$ cat config.mk
export PLATFORM = sky130hd
export DESIGN_NAME = uart_bitclk_gen
export DESIGN_NICKNAME = d
export VERILOG_FILES = /design/src/rtl/uart_btg_pkg.sv /design/src/rtl/uart_btg_cfg.sv /design/src/rtl/uart_btg_seq.sv /design/src/rtl/uart_bitclk_gen.sv
export SDC_FILE = /design/constraint.sdc
export NUM_CORES = 1
export LEC_CHECK = 0
export ABC_AREA = 1
export BUFFER_PORTS_ARGS = -buffer_cell sky130_fd_sc_hd__buf_4
export CAP_MARGIN = 5
export CORE_MARGIN = 2
export CORE_UTILIZATION = 55
export CTS_CLUSTER_DIAMETER = 30
export DETAILED_ROUTE_END_ITERATION = 10
export GPL_ROUTABILITY_DRIVEN = 0
export HOLD_SLACK_MARGIN = 0.1
export PLACE_DENSITY_LB_ADDON = 0.25
export SYNTH_ARGS = -nofsm -noshare
export SYNTH_HDL_FRONTEND = slang
export SYNTH_SLANG_ARGS = --single-unit
$ cat constraint.sdc
create_clock -name clk -period 2.6 [get_ports clk]
set_input_delay 0.13 -clock clk [delete_from_list [all_inputs] [get_ports clk]]
set_output_delay 0.13 -clock clk [all_outputs]
set_load 0.01 [all_outputs]
$ cat src/rtl/uart_btg_pkg.sv
package uart_btg_pkg;

    typedef enum logic [1:0] {
        ST_IDLE    = 2'd0,
        ST_COUNT   = 2'd1,
        ST_STRETCH = 2'd2
    } seq_state_e;

endpackage

$ cat src/rtl/uart_btg_cfg.sv
// Shadow registers for the timing settings, loaded only at bit boundaries.
module uart_btg_cfg #(
    parameter int DIV_W  = 8,
    parameter int FINE_W = 4,
    parameter int OS_HI  = 16,
    parameter int OS_LO  = 4,
    localparam int IDX_W = $clog2(OS_HI)
) (
    input  logic              clk,
    input  logic              rst_n,
    input  logic              load,
    input  logic [DIV_W-1:0]  div_in,
    input  logic [FINE_W-1:0] fine_in,
    input  logic              os_in,
    output logic [DIV_W-1:0]  div_q,
    output logic [FINE_W-1:0] fine_q,
    output logic [IDX_W-1:0]  last_idx_q,
    output logic [IDX_W-1:0]  mid_idx_q
);

    localparam logic [IDX_W-1:0] LAST_HI = IDX_W'(OS_HI - 1);
    localparam logic [IDX_W-1:0] LAST_LO = IDX_W'(OS_LO - 1);
    localparam logic [IDX_W-1:0] MID_HI  = IDX_W'(OS_HI / 2 - 1);
    localparam logic [IDX_W-1:0] MID_LO  = IDX_W'(OS_LO / 2 - 1);

    logic [IDX_W-1:0] last_sel;
    logic [IDX_W-1:0] mid_sel;

    always_comb begin
        last_sel = os_in ? LAST_LO : LAST_HI;
        mid_sel  = os_in ? MID_LO  : MID_HI;
    end

    always_ff @(posedge clk or negedge rst_n) begin
        if (!rst_n) begin
            div_q      <= '0;
            fine_q     <= '0;
            last_idx_q <= LAST_HI;
            mid_idx_q  <= MID_HI;
        end else if (load) begin
            div_q      <= div_in;
            fine_q     <= fine_in;
            last_idx_q <= last_sel;
            mid_idx_q  <= mid_sel;
        end
    end

endmodule

$ cat src/rtl/uart_btg_seq.sv
// Tick sequencer: coarse divider, tick index and fine-adjust stretch.
module uart_btg_seq
    import uart_btg_pkg::*;
#(
    parameter int DIV_W  = 8,
    parameter int FINE_W = 4,
    parameter int OS_HI  = 16,
    localparam int IDX_W = $clog2(OS_HI)
) (
    input  logic              clk,
    input  logic              rst_n,
    input  logic              enable,
    input  logic              run,
    input  logic [DIV_W-1:0]  div_q,
    input  logic [FINE_W-1:0] fine_q,
    input  logic [IDX_W-1:0]  last_idx_q,
    input  logic [IDX_W-1:0]  mid_idx_q,
    output logic              load_cfg,
    output logic              sample_tick,
    output logic              bit_tick,
    output logic              mid_tick
);

    seq_state_e        state_q, state_d;
    logic [DIV_W-1:0]  div_cnt_q, div_cnt_d;
    logic [IDX_W-1:0]  idx_q, idx_d;
    logic [FINE_W-1:0] ext_q, ext_d;
    logic              smp_d, bit_d, mid_d;

    always_comb begin
        state_d   = state_q;
        div_cnt_d = div_cnt_q;
        idx_d     = idx_q;
        ext_d     = ext_q;
        smp_d     = sample_tick;
        bit_d     = bit_tick;
        mid_d     = mid_tick;
        load_cfg  = 1'b0;
        if (!enable) begin
            state_d   = ST_IDLE;
            div_cnt_d = '0;
            idx_d     = '0;
            ext_d     = '0;
            smp_d     = 1'b0;
            bit_d     = 1'b0;
            mid_d     = 1'b0;
        end else if (run) begin
            smp_d = 1'b0;
            bit_d = 1'b0;
            mid_d = 1'b0;
            unique case (state_q)
                ST_IDLE: begin
                    state_d   = ST_COUNT;
                    div_cnt_d = '0;
                    idx_d     = '0;
                    ext_d     = '0;
                    load_cfg  = 1'b1;
                end
                ST_COUNT: begin
                    if (div_cnt_q == div_q) begin
                        div_cnt_d = '0;
                        if (idx_q == last_idx_q) begin
                            if (fine_q == '0) begin
                                smp_d    = 1'b1;
                                bit_d    = 1'b1;
                                idx_d    = '0;
                                load_cfg = 1'b1;
                            end else begin
                                state_d = ST_STRETCH;
                                ext_d   = '0;
                            end
                        end else begin
                            smp_d = 1'b1;
                            mid_d = (idx_q == mid_idx_q);
                            idx_d = idx_q + 1'b1;
                        end
                    end else begin
                        div_cnt_d = div_cnt_q + 1'b1;
                    end
                end
                ST_STRETCH: begin
                    if (ext_q == fine_q - 1'b1) begin
                        smp_d    = 1'b1;
                        bit_d    = 1'b1;
                        idx_d    = '0;
                        ext_d    = '0;
                        state_d  = ST_COUNT;
                        load_cfg = 1'b1;
                    end else begin
                        ext_d = ext_q + 1'b1;
                    end
                end
                default: state_d = ST_IDLE;
            endcase
        end
    end

    // State and counter registers
    always_ff @(posedge clk or negedge rst_n) begin
        if (!rst_n) begin
            state_q   <= ST_IDLE;
            div_cnt_q <= '0;
            idx_q     <= '0;
            ext_q     <= '0;
        end else begin
            state_q   <= state_d;
            div_cnt_q <= div_cnt_d;
            idx_q     <= idx_d;
            ext_q     <= ext_d;
        end
    end

    // Output strobe registers
    always_ff @(posedge clk or negedge rst_n) begin
        if (!rst_n) begin
            sample_tick <= 1'b0;
            bit_tick    <= 1'b0;
            mid_tick    <= 1'b0;
        end else begin
            sample_tick <= smp_d;
            bit_tick    <= bit_d;
            mid_tick    <= mid_d;
        end
    end

endmodule

$ cat src/rtl/uart_bitclk_gen.sv
module uart_bitclk_gen #(
    parameter int DIV_W  = 8,
    parameter int FINE_W = 4,
    parameter int OS_HI  = 16,
    parameter int OS_LO  = 4
) (
    input  logic              clk,
    input  logic              rst_n,
    input  logic              enable,
    input  logic [DIV_W-1:0]  div_val,
    input  logic [FINE_W-1:0] fine_adj,
    input  logic              os_sel,
    input  logic              debug_active,
    input  logic              dbrun,
    output logic              sample_tick,
    output logic              bit_tick,
    output logic              mid_tick
);

    localparam int IDX_W = $clog2(OS_HI);

    logic              run;
    logic              load_cfg;
    logic [DIV_W-1:0]  div_q;
    logic [FINE_W-1:0] fine_q;
    logic [IDX_W-1:0]  last_idx_q;
    logic [IDX_W-1:0]  mid_idx_q;

    // Frozen when the CPU is in debug and running in debug is not allowed
    assign run = enable && !(debug_active && !dbrun);

    uart_btg_cfg #(
        .DIV_W (DIV_W),
        .FINE_W(FINE_W),
        .OS_HI (OS_HI),
        .OS_LO (OS_LO)
    ) i_cfg (
        .clk       (clk),
        .rst_n     (rst_n),
        .load      (load_cfg),
        .div_in    (div_val),
        .fine_in   (fine_adj),
        .os_in     (os_sel),
        .div_q     (div_q),
        .fine_q    (fine_q),
        .last_idx_q(last_idx_q),
        .mid_idx_q (mid_idx_q)
    );

    uart_btg_seq #(
        .DIV_W (DIV_W),
        .FINE_W(FINE_W),
        .OS_HI (OS_HI)
    ) i_seq (
        .clk        (clk),
        .rst_n      (rst_n),
        .enable     (enable),
        .run        (run),
        .div_q      (div_q),
        .fine_q     (fine_q),
        .last_idx_q (last_idx_q),
        .mid_idx_q  (mid_idx_q),
        .load_cfg   (load_cfg),
        .sample_tick(sample_tick),
        .bit_tick   (bit_tick),
        .mid_tick   (mid_tick)
    );

endmodule

* After elaboration in Yosys (flattened, before gate mapping)
Cells that the tools add are included.
** Storage, ports and cells
- Output and inout bits :: 3
- Bits in registers :: 41
- Logic and storage cells :: 86
** Cells by class
- Add/subtract/negate cells :: 4
- Equal/unequal tests :: 14
- Reduce and logical (&&, ||, !) cells :: 10
- Mux-type cells :: 47
** Operators by type and width (count)
- 4-bit 2-to-1 mux :: 13
- 8-bit 2-to-1 mux :: 3
- 4-bit one-hot mux with 3 select lines :: 2
- 1-bit 2-to-1 mux :: 17
- 8-bit one-hot mux with 2 select lines :: 1
- 5-bit AND reduction :: 3
- 4-bit == test :: 3
- 2-bit 2-to-1 mux :: 6
- 3-bit by 2-bit inequality test with 1-bit output (second input constant) :: 3
- 4-bit by 1-bit adder with 4-bit output (second input constant) :: 2
- 8-bit by 1-bit adder with 8-bit output (second input constant) :: 1
- 8-bit == test :: 1
- 2-bit one-hot mux with 3 select lines :: 1
- 4-bit zero test :: 1
- 4-bit by 1-bit inequality test with 1-bit output (second input constant) :: 1
- 4-bit inequality test (second input constant) :: 1
- 1-bit one-hot mux with 2 select lines :: 2
- 4-bit by 1-bit subtractor with 4-bit output (second input constant) :: 1
- 3-bit 2-to-1 mux :: 1
- 3-bit by 1-bit inequality test with 1-bit output (second input constant) :: 1
- 3-bit inequality test (second input constant) :: 1
- 1-bit one-hot mux with 3 select lines :: 1
- 2-bit by 1-bit == test with 1-bit output (second input constant) :: 1
- 2-bit == test (second input constant) :: 1
- 5 further kinds :: 7

* Depth between registers and ports, before layout
Gate-level depths: netlist of the first run.
- Word-level depth :: 7
- Mapped depth :: 14
- Depth with buffers taken out :: 13

* Modules after synthesis
A second synthesis of the first run with hierarchy kept.
** Second synthesis, totals
- Cells, all modules :: 319
- Area, all modules :: 2396.0 sq um
** By module, submodules not included
- uart_btg_seq :: cells each 251, instances 1, seq. area each 525.5 sq um, area an instance 1820.5 sq um
- uart_btg_cfg :: cells each 65, instances 1, seq. area each 326.6 sq um, area an instance 559.3 sq um
- uart_bitclk_gen :: cells each 3, instances 1, seq. area each 0.0 sq um, area an instance 16.3 sq um

* Worst setup path after synthesis of the first run
No wires, ideal clock.
- Kind :: reg-to-reg
- Start :: register i_cfg.fine_q[0]
- End :: register i_seq.idx_q[0]
- Slack :: 0.928 ns
- Cell stages (with the launch flop) :: 11
- Path buffers :: 0
- Arrival time :: 1.555 ns
- Cells stage by stage :: dfrtp_1 inv_1 ha_1 xor2_1 nand2_1 nor2_1 nand2_1 nand2_2 nand4_1 nand2_1 nand2_1
** On the way
- Cells in the longest elaborated chain, start to end :: 4
- Elaborated cells between the ends (all ways) :: 6
- Those cells by class :: 1 x add/sub; 3 x eq/ne; 2 x reduce/logical
** Ends and longest elaborated chain
- start: declaration :: line uart_btg_cfg.sv:16 : output logic [FINE_W-1:0] fine_q,
- start signal: assignment :: line uart_btg_cfg.sv:42 : fine_q <= fine_in;
- 4-bit by 1-bit subtractor with 4-bit output :: line uart_btg_seq.sv:82 : if (ext_q == fine_q - 1'b1) begin
- 4-bit == test :: line uart_btg_seq.sv:82
- 3-bit by 2-bit inequality test with 1-bit output (no line)
- 5-bit AND reduction (no line) *
- end signal: assignment :: line uart_btg_seq.sv:108 : idx_q <= idx_d;
- end: declaration :: line uart_btg_seq.sv:26 : logic [IDX_W-1:0] idx_q, idx_d;
Every way passes the cells marked *; elsewhere a longest branch is shown, timed or not.
A chain may end at the register's enable or synchronous reset.

* Worst setup path in the final report of the first run
Ends and elaborated chain as after synthesis.

==> run metrics, run 1 <==
status finished, final reports clean; Filler cells 305; first-pass detailed-route iteration total 4; netlist area before placement approximately 2200 sq um; root buf cell clkbuf_8; worst skew pair latency around 0.30 ns; GR Util met2 0.3936; vias 1978; CP Capture Type flip-flop; initial core utilization 0.5856; yosys warns 0; crit path max fanout 10; Critical Path AT 2.09 ns; sequential-to-total area share from yosys stat 0.3887; maximum vdd drop 0.5573 mV; routed len/inst 12.01 um; number of synthesized flops with an enable pin 0; Worst Hold Class input pin to flip-flop; part of the cycle the worst path needs 0.7291; fraction of layout cells with a size suffix above 1 0.1632; M3 GR Usage 0.05833; Final HPWL DP 3.243 mm; grt met1 use 0.3151; Bufs and invs on worst path 1; actual slew at the worst max-slew pin 0.4194 ns; setup violators final 0; final hold violations 0; Power Dens Cells 799.3 nW/um^2; Startpoint Class flip-flop; CP dominant cell by count nand2_1; All-Layer GR Usage 0.2420; Rows 22; Die H 67.13 um; CORE AREA 3744 sq um; H-tree lvl count 2; area of the multi-input gates roughly 1100 sq um; ranking of synthesized cells by area dfrtp_1, nand2_1, inv_1; Total Nets Final 362; initial antenna violation count 0; vias in the first global route approximately 1.9k; CTS Buf Count 5; total gr overflow 0; post-layout min period between 1.5 and 2 ns; Reg area 852.1 sq um; Fin Clk Skew around 0.0032 ns; first-pass GRT wire length about 8.2 mm; RSZ-0062 raised after global routing false; CP max-delay cell dfrtp_1; leading area contributor after synthesis dfrtp_1; Cell Chain, Critical Path inv_1 > ha_1 > xor2_1 > nand2_1 > nor2_1 > nand2_1 > nand2_2 > nand4_1 > nand2_1 > nand2_1; hold_ws 0.09371 ns; Post-Syn Instances 299; critical setup path kind flip-flop to flip-flop; Layout area overhead 20.83%; DRC viols 0; drt initial violations slightly above 100; drt total wl between 4 and 5 mm; postcts setup bufs 0; Max-Cap Viols 0; largest net degree at the start of global routing 35; Synth Net Count 325; TNS Setup 0 ns; post-synthesis area per instance 7.331 sq um; I/O Pins 21; CTS tree yes; max_slew headroom 0.7204; clock slew seen by the registers of the worst setup and hold paths 0.07 ns; fin area between 2000 and 3000 sq um; Synth top area share 0.3767; clock sinks 34; unique cell type count in the Yosys netlist 28; Fmax achieved 0.5275 GHz; Pins Over Slew Limit 0; Top delay family on crit path simple AND/OR/NAND/NOR gates; full die area ~4500 sq um; Seq cells post-synth 34; number of port buffers 20; # diodes 0; leakage 1.461 nW; clk buf depth 2; Design Power 2.117 mW; antenna-violating nets left 0; final setup margin 0.7042 ns; Top FF cell, synth dfrtp_1; area post-placement 2376 sq um; GRT busiest layer met2; Die X-Extent roughly 67 um; Vias/cell slightly above 5; pre-CTS setup slack roughly 0.75 ns; Req. time, crit path 2.79 ns; Synth async-reset ratio 1.000; CP peak stage delay 0.42 ns
per-layer routing:
metal / wire length, um / up-vias / part of all wire
met5: 0 / - / 0
met4: 82 / 0 / 0.018
met3: 167 / 9 / 0.036
met2: 2230 / 37 / 0.48
met1: 2143 / 913 / 0.46
li1: - / 1019 / -
kinds of logic after synthesis:
kind of cell	Yosys count	share of synthesized area
AOI/OAI and AO/OA	14	0.04623
xor gates and xnor gates	11	0.04395
adders and majority gates	8	0.04566
buffers and inverters	48	0.08904
DFF	34	0.3887
and+or+nand+nor	184	0.3864
sequential cells by signal, indices dropped and copies added (netlist names), 2 cells and up:
name             flops
i_cfg.div_q          8
i_cfg.fine_q         4
i_seq.div_cnt_q      8
i_seq.ext_q          4
i_seq.idx_q          4
i_seq.state_q        2
final cells by class:
type	instances	area share
clock buffer	6	0.03118
clock inverter	2	0.02267
inverter	45	0.06377
multi-input combinational	217	0.4322
sequential	34	0.3217
tap	48	0.02267
timing repair buffer	33	0.1058
power breakdown:
group / internal [mW] / switching [mW] / total [mW]
Sequential: 0.649 / 0.129 / 0.777
Clock: 0.409 / 0.201 / 0.610
Combinational: 0.270 / 0.460 / 0.730
Total: 1.33 / 0.790 / 2.12
layout by cell type, fill, tap and decap left out:
master,n
a21oi_1,1
buf_4,20
o21ai_0,4
dfstp_2,1
o22ai_1,1
clkbuf_8,6
nand4_1,15
ha_1,8
nand2_1,106
nor2_4,2
xnor2_1,4
nor3_1,3
nand3_4,1
inv_2,9
bufinv_16,2
nand3b_1,3
dlygate4sd3_1,13
nand2_2,3
nand2_4,2
dfrtp_1,33
o21ai_2,1
o21ai_1,4
inv_1,36
a21oi_4,2
nor2_1,18
nor2_2,3
a31o_2,1
xor2_1,7
nand3_1,26
nand3_2,2
worst paths after layout:
path,startpoint,to,slack (ns),cells past startpoint
max,i_cfg.fine_q[0]$_DFFE_PN0P_,i_seq.idx_q[0]$_DFFE_PN0P_,0.70,10
min,div_val[4],i_cfg.div_q[4]$_DFFE_PN0P_,0.09,3
max reg2reg,i_cfg.fine_q[0]$_DFFE_PN0P_,i_seq.idx_q[0]$_DFFE_PN0P_,0.70,10
min reg2reg,i_seq.bit_tick$_DFFE_PN0P_,i_seq.bit_tick$_DFFE_PN0P_,0.49,2
max in group asynchronous,rst_n,i_cfg.mid_idx_q[1]$_DFFE_PN1P_,1.96,2
min in group asynchronous,rst_n,i_seq.ext_q[2]$_DFFE_PN0P_,0.31,2
cells in the mapped netlist, drive strengths merged, types with 2 or more instances:
| cell type | number |
|---|---|
| a21oi | 3 |
| buf | 2 |
| dfrtp | 33 |
| ha | 8 |
| inv | 45 |
| nand2 | 111 |
| nand3 | 29 |
| nand3b | 3 |
| nand4 | 15 |
| nor2 | 23 |
| nor3 | 3 |
| o21ai | 9 |
| xnor2 | 4 |
| xor2 | 7 |
repair_timing:
item	4_1_cts	5_1_grt
hold buffers	13	0
resized for setup	0	0
endpoints found under the hold margin	45	0
per-stage QoR:
stage                     utilization  std cells
final                          0.7076        385
after CTS                      0.7076        385
after global placement         0.6347        364
after floorplan                     -        299
after detailed placement       0.6347        364
after global routing           0.7076        385
tightest hold or removal path, stage by stage:
cell and delay, ns:
buf_4 0.08, nand3_1 0.07, nand2_1 0.08
Note: power is estimated with default switching activity, not from simulation.
==> inputs of run 2 (changes only) <==
ABC_AREA = 0   (was 1)
clock period = 1.8 ns   (was 2.6 ns; I/O delays follow)
==> run 2 against run 1 <==
Against the previous run:
- the flow now stops in global routing
- synthesized area shrank 4.5%
- synthesized cell count is 34% lower
==> run metrics, run 2 <==
status stopped before the end; last step reached global routing; First Err [ERROR DPL-0033] detailed placement checks failed during check placement.; yosys warns 0; top-count cell post-synth dfrtp_1; Synth async-reset ratio 1.000; Final HPWL DP 4.021 mm; Post-synth top cells dfrtp_1, o21ai_0, nand2_1, nand3_1, inv_1; Die X-Extent 65.71 um; worst-path endpoint category sequential cell input; ranking of synthesized cells by area dfrtp_1, mux2_4, ha_1; GR repair worst EP i_cfg.div_q[7]$_DFFE_PN0P_/D; area post-placement 2730 sq um; Synth Net Count 223; H-tree lvl count 2; initial antenna violation count 0; number of port buffers 20; root buf cell clkbuf_8; number of synthesized flops with an enable pin 0; sequential-to-total area share from yosys stat 0.4068; Die H 65.71 um; CTS Buf Count 5; I/O Pins 21; Rows 22; post-synthesis area per instance 10.63 sq um; clk buf depth 2; clock sinks 34; Synth top area share 0.3943; initial core utilization 0.5721; Seq cells post-synth 34; largest net degree at the start of global routing 35; unique cell type count in the Yosys netlist 49; netlist area before placement 2095 sq um; leading area contributor after synthesis dfrtp_1; Top FF cell, synth dfrtp_1; Post-Syn Instances 197
==> run 2: logic make-up after synthesis <==
family	count (synthesis)	synth area share
mux	16	0.1004
flops	34	0.4068
simple gates	55	0.1601
buf+inv	17	0.03943
fa+ha+maj	8	0.04779
xor+xnor	13	0.06153
compound gates	54	0.1840
==> run 2: what timing repair did <==
action	4_1_cts
setup buffers	11
endpoints found under the hold margin	47
resized for setup	35
hold buffers	14
endpoints found under the setup margin	26
pin swaps	6
==> run 2: through the flow <==
step | hold WS, ns | cells | setup TNS, ns | util | worst slack [ns]
CTS | 0.1288 | 350 | -8.028 | 0.8804 | -0.4534
floorplan | -0.2056 | 197 | -8.371 | - | -0.4994
detailed placement | 0.06332 | 318 | -9.688 | 0.7457 | -0.5326
global placement | 0.06099 | 318 | -7.612 | 0.7457 | -0.4297
==> inputs of run 3 (changes only) <==
CORE_UTILIZATION = 40   (was 55)
CTS_CLUSTER_DIAMETER = unset   (was 30)
HOLD_SLACK_MARGIN = unset   (was 0.1)
PLACE_DENSITY_LB_ADDON = 0.15   (was 0.25)
==> run 3 against run 2 <==
Against the previous run:
- synthesized area did not move
- the flow now finishes, with violations (setup timing)
- synthesized cell count unchanged
==> run metrics, run 3 <==
status finished, violations left; Die H 76.36 um; crit path max fanout 13; CP Capture Type flip-flop; total gr overflow 0; Critical Path AT between 2 and 2.5 ns; routed len/inst between 15 and 20 um; Hold Path Origin div_val[3]; Die X-Extent ~76 um; number of port buffers 20; Bufs and invs on worst path 1; Synth top area share 0.3943; Req. time, crit path 1.98 ns; most frequent cells in the layout buf_4, dfrtp_1, nand2_1, nand3_1; vias 1844; initial antenna violation count 0; initial core utilization 0.4127; Top delay family on crit path simple AND/OR/NAND/NOR gates; H-tree lvl count 2; antenna-violating nets left 0; Worst Reg2Reg Path Length in Cells 7; drt initial violations 68; flop-to-flop setup slack -0.48 ns; CORE AREA a little over 5000 sq um; unique cell type count in the Yosys netlist 49; M3 GR Usage 0.03910; final hold violations 0; Post-synth top cells dfrtp_1, o21ai_0, nand2_1, nand3_1, inv_1; biggest regs i_cfg.div_q (8), i_seq.div_cnt_q (8); full die area 5831 sq um; leading area contributor after synthesis dfrtp_1; final setup margin -0.4769 ns; Startpoint Class flip-flop; Layout area overhead 54.90%; top-count cell post-synth dfrtp_1; I/O Pins 21; fraction of layout cells with a size suffix above 1 0.5521; Max-Cap Viols 0; GR Util met2 0.3168; Post-Layout Cell Count 358; TNS Setup -8.846 ns; first-pass detailed-route iteration total 4; failing checks setup timing; setup violators final 27; most common cell after layout, fill and taps aside buf_4; Worst Hold Class input pin to flip-flop; Pins Over Slew Limit 0; All-Layer GR Usage 0.1930; part of the cycle the worst path needs 1.265; vias in the first global route 1903; post-synthesis area per instance 10.63 sq um; clk buf depth 2; Seq cells post-synth 34; Rows 26; CP max-delay cell or4b_4; ranking of synthesized cells by area dfrtp_1, mux2_4, ha_1; Vias/cell 5.151; CTS tree yes; Final HPWL DP 3.533 mm; critical setup path kind flip-flop to flip-flop; grt met1 use 0.2523; max_slew headroom 0.7062; Synth async-reset ratio 1.000; actual slew at the worst max-slew pin 0.4406 ns; r2r startpoint i_seq.idx_q[1]$_DFFE_PN0P_; WHS Endpoint i_cfg.div_q[3]$_DFFE_PN0P_; root buf cell clkbuf_8; Top FF cell, synth dfrtp_1; CTS Buf Count 5; Power Dens Cells between 800 and 900 nW/um^2; yosys warns 0; DRC viols 0; CP peak stage delay 0.48 ns; post-layout min period 2.277 ns; Post-Syn Instances a little under 200; GRT busiest layer met2; Cell Chain, Critical Path ha_2 > or4b_4 > a21oi_2 > nand4_2 > a311oi_4 > buf_12 > mux2_2; number of synthesized flops with an enable pin 0; Total Nets Final 313; hold depth 2; RSZ-0062 raised after global routing true; Synth Net Count 223; maximum vdd drop approximately 0.53 mV; drt total wl 5.437 mm; largest net degree at the start of global routing 35; first-pass GRT wire length 8.914 mm; clock sinks 34; netlist area before placement 2095 sq um; clock slew seen by the registers of the worst setup and hold paths 0.08 ns; leakage 1.503 nW; Fmax achieved between 0.4 and 0.5 GHz; sequential-to-total area share from yosys stat 0.4068; worst skew pair latency 0.30 ns; # diodes 0; Crit Reg-Reg Endpoint i_cfg.fine_q[3]$_DFFE_PN0P_; Fin Clk Skew 0.008884 ns; Cells after DPL 335
[run 3: cell counts after synthesis]
No cell type changed its count.
[run 3: logic make-up (layout without fill, tap and decap cells)]
group                    Yosys count  in the layout  synth area share
AO/OA/AOI/OAI                     54             54            0.1840
XOR/XNOR                          13             13           0.06153
adder cells (fa/ha/maj)            8              8           0.04779
buffers and inverters             17            108           0.03943
flip-flops                        34             34            0.4068
multiplexers                      16             16            0.1004
AND/OR/NAND/NOR                   55             55            0.1601
[run 3: worst max path at each step]
| stage | start | to | slack, ns | depth (start not counted) |
|---|---|---|---|---|
| global placement | i_cfg.fine_q[0]$_DFFE_PN0P_ | i_cfg.div_q[7]$_DFFE_PN0P_ | -0.43 | 8 |
| finish | i_seq.idx_q[1]$_DFFE_PN0P_ | i_cfg.fine_q[3]$_DFFE_PN0P_ | -0.48 | 7 |
| global route | i_seq.idx_q[0]$_DFFE_PN0P_ | i_cfg.fine_q[3]$_DFFE_PN0P_ | -0.55 | 7 |
| floorplan | i_seq.idx_q[0]$_DFFE_PN0P_ | i_cfg.div_q[1]$_DFFE_PN0P_ | -0.50 | 7 |
| detailed placement | i_cfg.fine_q[0]$_DFFE_PN0P_ | i_cfg.div_q[7]$_DFFE_PN0P_ | -0.50 | 8 |
| CTS | i_seq.idx_q[1]$_DFFE_PN0P_ | i_cfg.fine_q[3]$_DFFE_PN0P_ | -0.47 | 7 |
[run 3: where the power goes]
| part | total (mW) | internal [mW] | leakage (nW) | switching [mW] |
|---|---|---|---|---|
| Clock | 0.870 | 0.555 | 0.0683 | 0.314 |
| Combinational | 0.987 | 0.561 | 0.994 | 0.426 |
| Sequential | 0.947 | 0.859 | 0.440 | 0.0881 |
[run 3: routing by layer]
metal  wire length (um)  up-vias
met5                  0        -
met4                 92        0
met3                193       11
met2               2670       43
met1               2480      886
li1                   -      904
[run 3: stage by stage]
| step | power [mW] | setup slack, ns | util | hold WS, ns | area [sq um] |
|---|---|---|---|---|---|
| final | 2.804 | -0.4769 | 0.6393 | 0.01340 | 3244 |
| after global routing | 2.952 | -0.5462 | 0.6393 | -0.0002187 | 3244 |
| after CTS | 2.747 | -0.4711 | 0.6095 | 0.01024 | 3093 |
| after detailed placement | 1.741 | -0.4958 | 0.5360 | 0.06788 | 2720 |
| after global placement | 1.732 | -0.4315 | 0.5360 | 0.06853 | 2720 |
| after floorplan | 1.390 | -0.4994 | - | -0.2056 | 2103 |
[run 3: layout make-up]
cell class	count	area, sq um
fill	437	1831
multi-input combinational	146	1424
sequential	34	853.3
timing repair buffer	90	704.4
tap	70	87.58
clock buffer	5	68.82
clock inverter	3	68.82
inverter	10	37.54
[run 3: timing repair]
| item | CTS | global route |
|---|---|---|
| endpoints found under the setup margin | 33 | 31 |
| hold buffers | 2 | 0 |
| setup buffers | 12 | 3 |
| resized for setup | 30 | 30 |
| pin swaps | 12 | 7 |
| hold endpoints to repair | 34 | 0 |
==> inputs of run 4 (changes only) <==
SKIP_CTS_REPAIR_TIMING = 1   (was unset)
==> run 4 against run 3 <==
Against the previous run:
- the flow still finishes with violations (setup timing)
- clock-buffer cell count did not move
- power fell by 2.3%
- flip-flop and latch count did not move
- maximum frequency fell by 1.5%
- first-iteration DRC count fell by 10%
- sequential power fell by 0.5%
- register-to-register slack got worse by 0.03 ns
==> run metrics, run 4 (synthesis results as in run 3) <==
actual slew at the worst max-slew pin 0.4401 ns; Pins Over Slew Limit 0; Vias/cell around 5.1; Pint 1.941 mW; antenna-violating nets left 0; Cells after DPL 335; status finished, violations left; worst skew pair latency 0.29 ns; biggest regs i_cfg.div_q (8), i_seq.div_cnt_q (8); flop-to-flop setup slack -0.51 ns; hold_ws 0.01805 ns; clock sinks 34; most common cell after layout, fill and taps aside buf_4; sw power 0.7969 mW; Max-Cap Viols 0; vias around 1.8k; r2r startpoint i_seq.idx_q[1]$_DFFE_PN0P_; number of port buffers 20; setup violators final 25; Req. time, crit path 1.98 ns; initial core utilization 0.4127; area post-placement 2720 sq um; Worst Reg2Reg Path Length in Cells 7; CORE AREA 5075 sq um; WL met2 2.355 mm; clock slew seen by the registers of the worst setup and hold paths 0.08 ns; Post-Layout Cell Count about 350; # diodes 0; max_slew headroom 0.7066; crit path max fanout 13; part of the cycle the worst path needs 1.284; vias in the first global route 1711; Fmax achieved between 0.4 and 0.5 GHz; Total Nets Final 307; Crit Reg-Reg Endpoint i_cfg.fine_q[3]$_DFFE_PN0P_; Sw Share 0.2910; Hold Path Origin div_val[5]; Die X-Extent between 70 and 80 um; H-tree lvl count 2; I/O Pins 21; initial antenna violation count 0; clk buf depth 2; Layout area overhead 50.42%; routed len/inst 14.46 um; critical setup path kind flip-flop to flip-flop; Clk network pwr share 0.315; hold depth 2; first-pass GRT wire length 7.997 mm; All-Layer GR Usage 0.1708; final setup margin -0.5116 ns; largest net degree at the start of global routing 35; Die H 76.36 um; CTS tree yes; Fin Clk Skew 0.009065 ns; Top Metal Used met4; most frequent cells in the layout buf_4, dfrtp_1, nand2_1, nand3_1, inv_1; Rows 26; DRC viols 0; post-route core utilization 0.6208; total gr overflow 0; first-pass detailed-route iteration total 5; CP Capture Type flip-flop; final hold violations 0; Power Dens Cells 869.1 nW/um^2; fin area 3151 sq um; WHS Endpoint i_cfg.div_q[5]$_DFFE_PN0P_; fraction of layout cells with a size suffix above 1 0.5142; post-layout min period around 2.3 ns; failing checks setup timing; maximum vdd drop 0.5111 mV; Design Power between 2 and 3 mW; Worst Hold Class input pin to flip-flop; met3 wire length 128 um; met1 wire length 2.515 mm; Critical Path AT 2.49 ns; Final HPWL DP 3.533 mm; RSZ-0062 raised after global routing true; root buf cell clkbuf_8; Comb pwr share 0.341; leakage 1.457 nW; CTS Buf Count 5; drt initial violations 61; register share of total power 0.344; drt total wl between 5 and 6 mm; Startpoint Class flip-flop; full die area 5831 sq um
==> run 4: through the flow <==
stage | setup WS [ns] | TNS, ns
6_report | -0.5116 | -8.540
5_1_grt | -0.5827 | -10.36
4_1_cts | -0.5146 | -10.76
3_5_place_dp | -0.4958 | -9.859
3_3_place_gp | -0.4315 | -8.963
2_1_floorplan | -0.4994 | -8.371
==> run 4: final cells by class <==
cell class	count	area (sq um)
Clock buffer	5	68.82
Clock inverter	3	68.82
Tap cell	70	87.58
Fill cell	448	1924
Sequential cell	34	853.3
Multi-Input combinational cell	146	1375
Timing Repair Buffer	84	659.4
Inverter	10	37.54
==> run 4: power groups by stage <==
stage	clock, mW	combinational (mW)	sequential [mW]
after detailed placement	0	0.800	0.941
after floorplan	0	0.452	0.938
after CTS	0.886	0.804	0.928
after global routing	0.924	1.00	0.956
final	0.862	0.934	0.942
after global placement	0	0.791	0.941
==> run 4: per-layer routing <==
| metal | track usage | vias up |
|---|---|---|
| met1 | 0.2395 | 872 |
| li1 | - | 898 |
| met4 | 0.06182 | 0 |
| met3 | 0.03791 | 7 |
| met5 | 0 | - |
| met2 | 0.2602 | 35 |
==> run 4: worst max-delay path by stage <==
stage,endpoint,from,cells after the start,slack [ns]
floorplan,i_cfg.div_q[1]$_DFFE_PN0P_,i_seq.idx_q[0]$_DFFE_PN0P_,7,-0.50
global placement,i_cfg.div_q[7]$_DFFE_PN0P_,i_cfg.fine_q[0]$_DFFE_PN0P_,8,-0.43
detailed placement,i_cfg.div_q[7]$_DFFE_PN0P_,i_cfg.fine_q[0]$_DFFE_PN0P_,8,-0.50
CTS,i_cfg.div_q[7]$_DFFE_PN0P_,i_cfg.fine_q[0]$_DFFE_PN0P_,8,-0.51
global route,i_cfg.fine_q[3]$_DFFE_PN0P_,i_seq.idx_q[0]$_DFFE_PN0P_,7,-0.58
finish,i_cfg.fine_q[3]$_DFFE_PN0P_,i_seq.idx_q[1]$_DFFE_PN0P_,7,-0.51
==> run 4: worst max-delay path: stages, from the launching register on <==
cell and delay (ns):
dfrtp_1 0.36, ha_2 0.19, or4b_4 0.50, a21oi_2 0.17
nand4_2 0.15, a311oi_4 0.28, buf_12 0.20, mux2_2 0.33
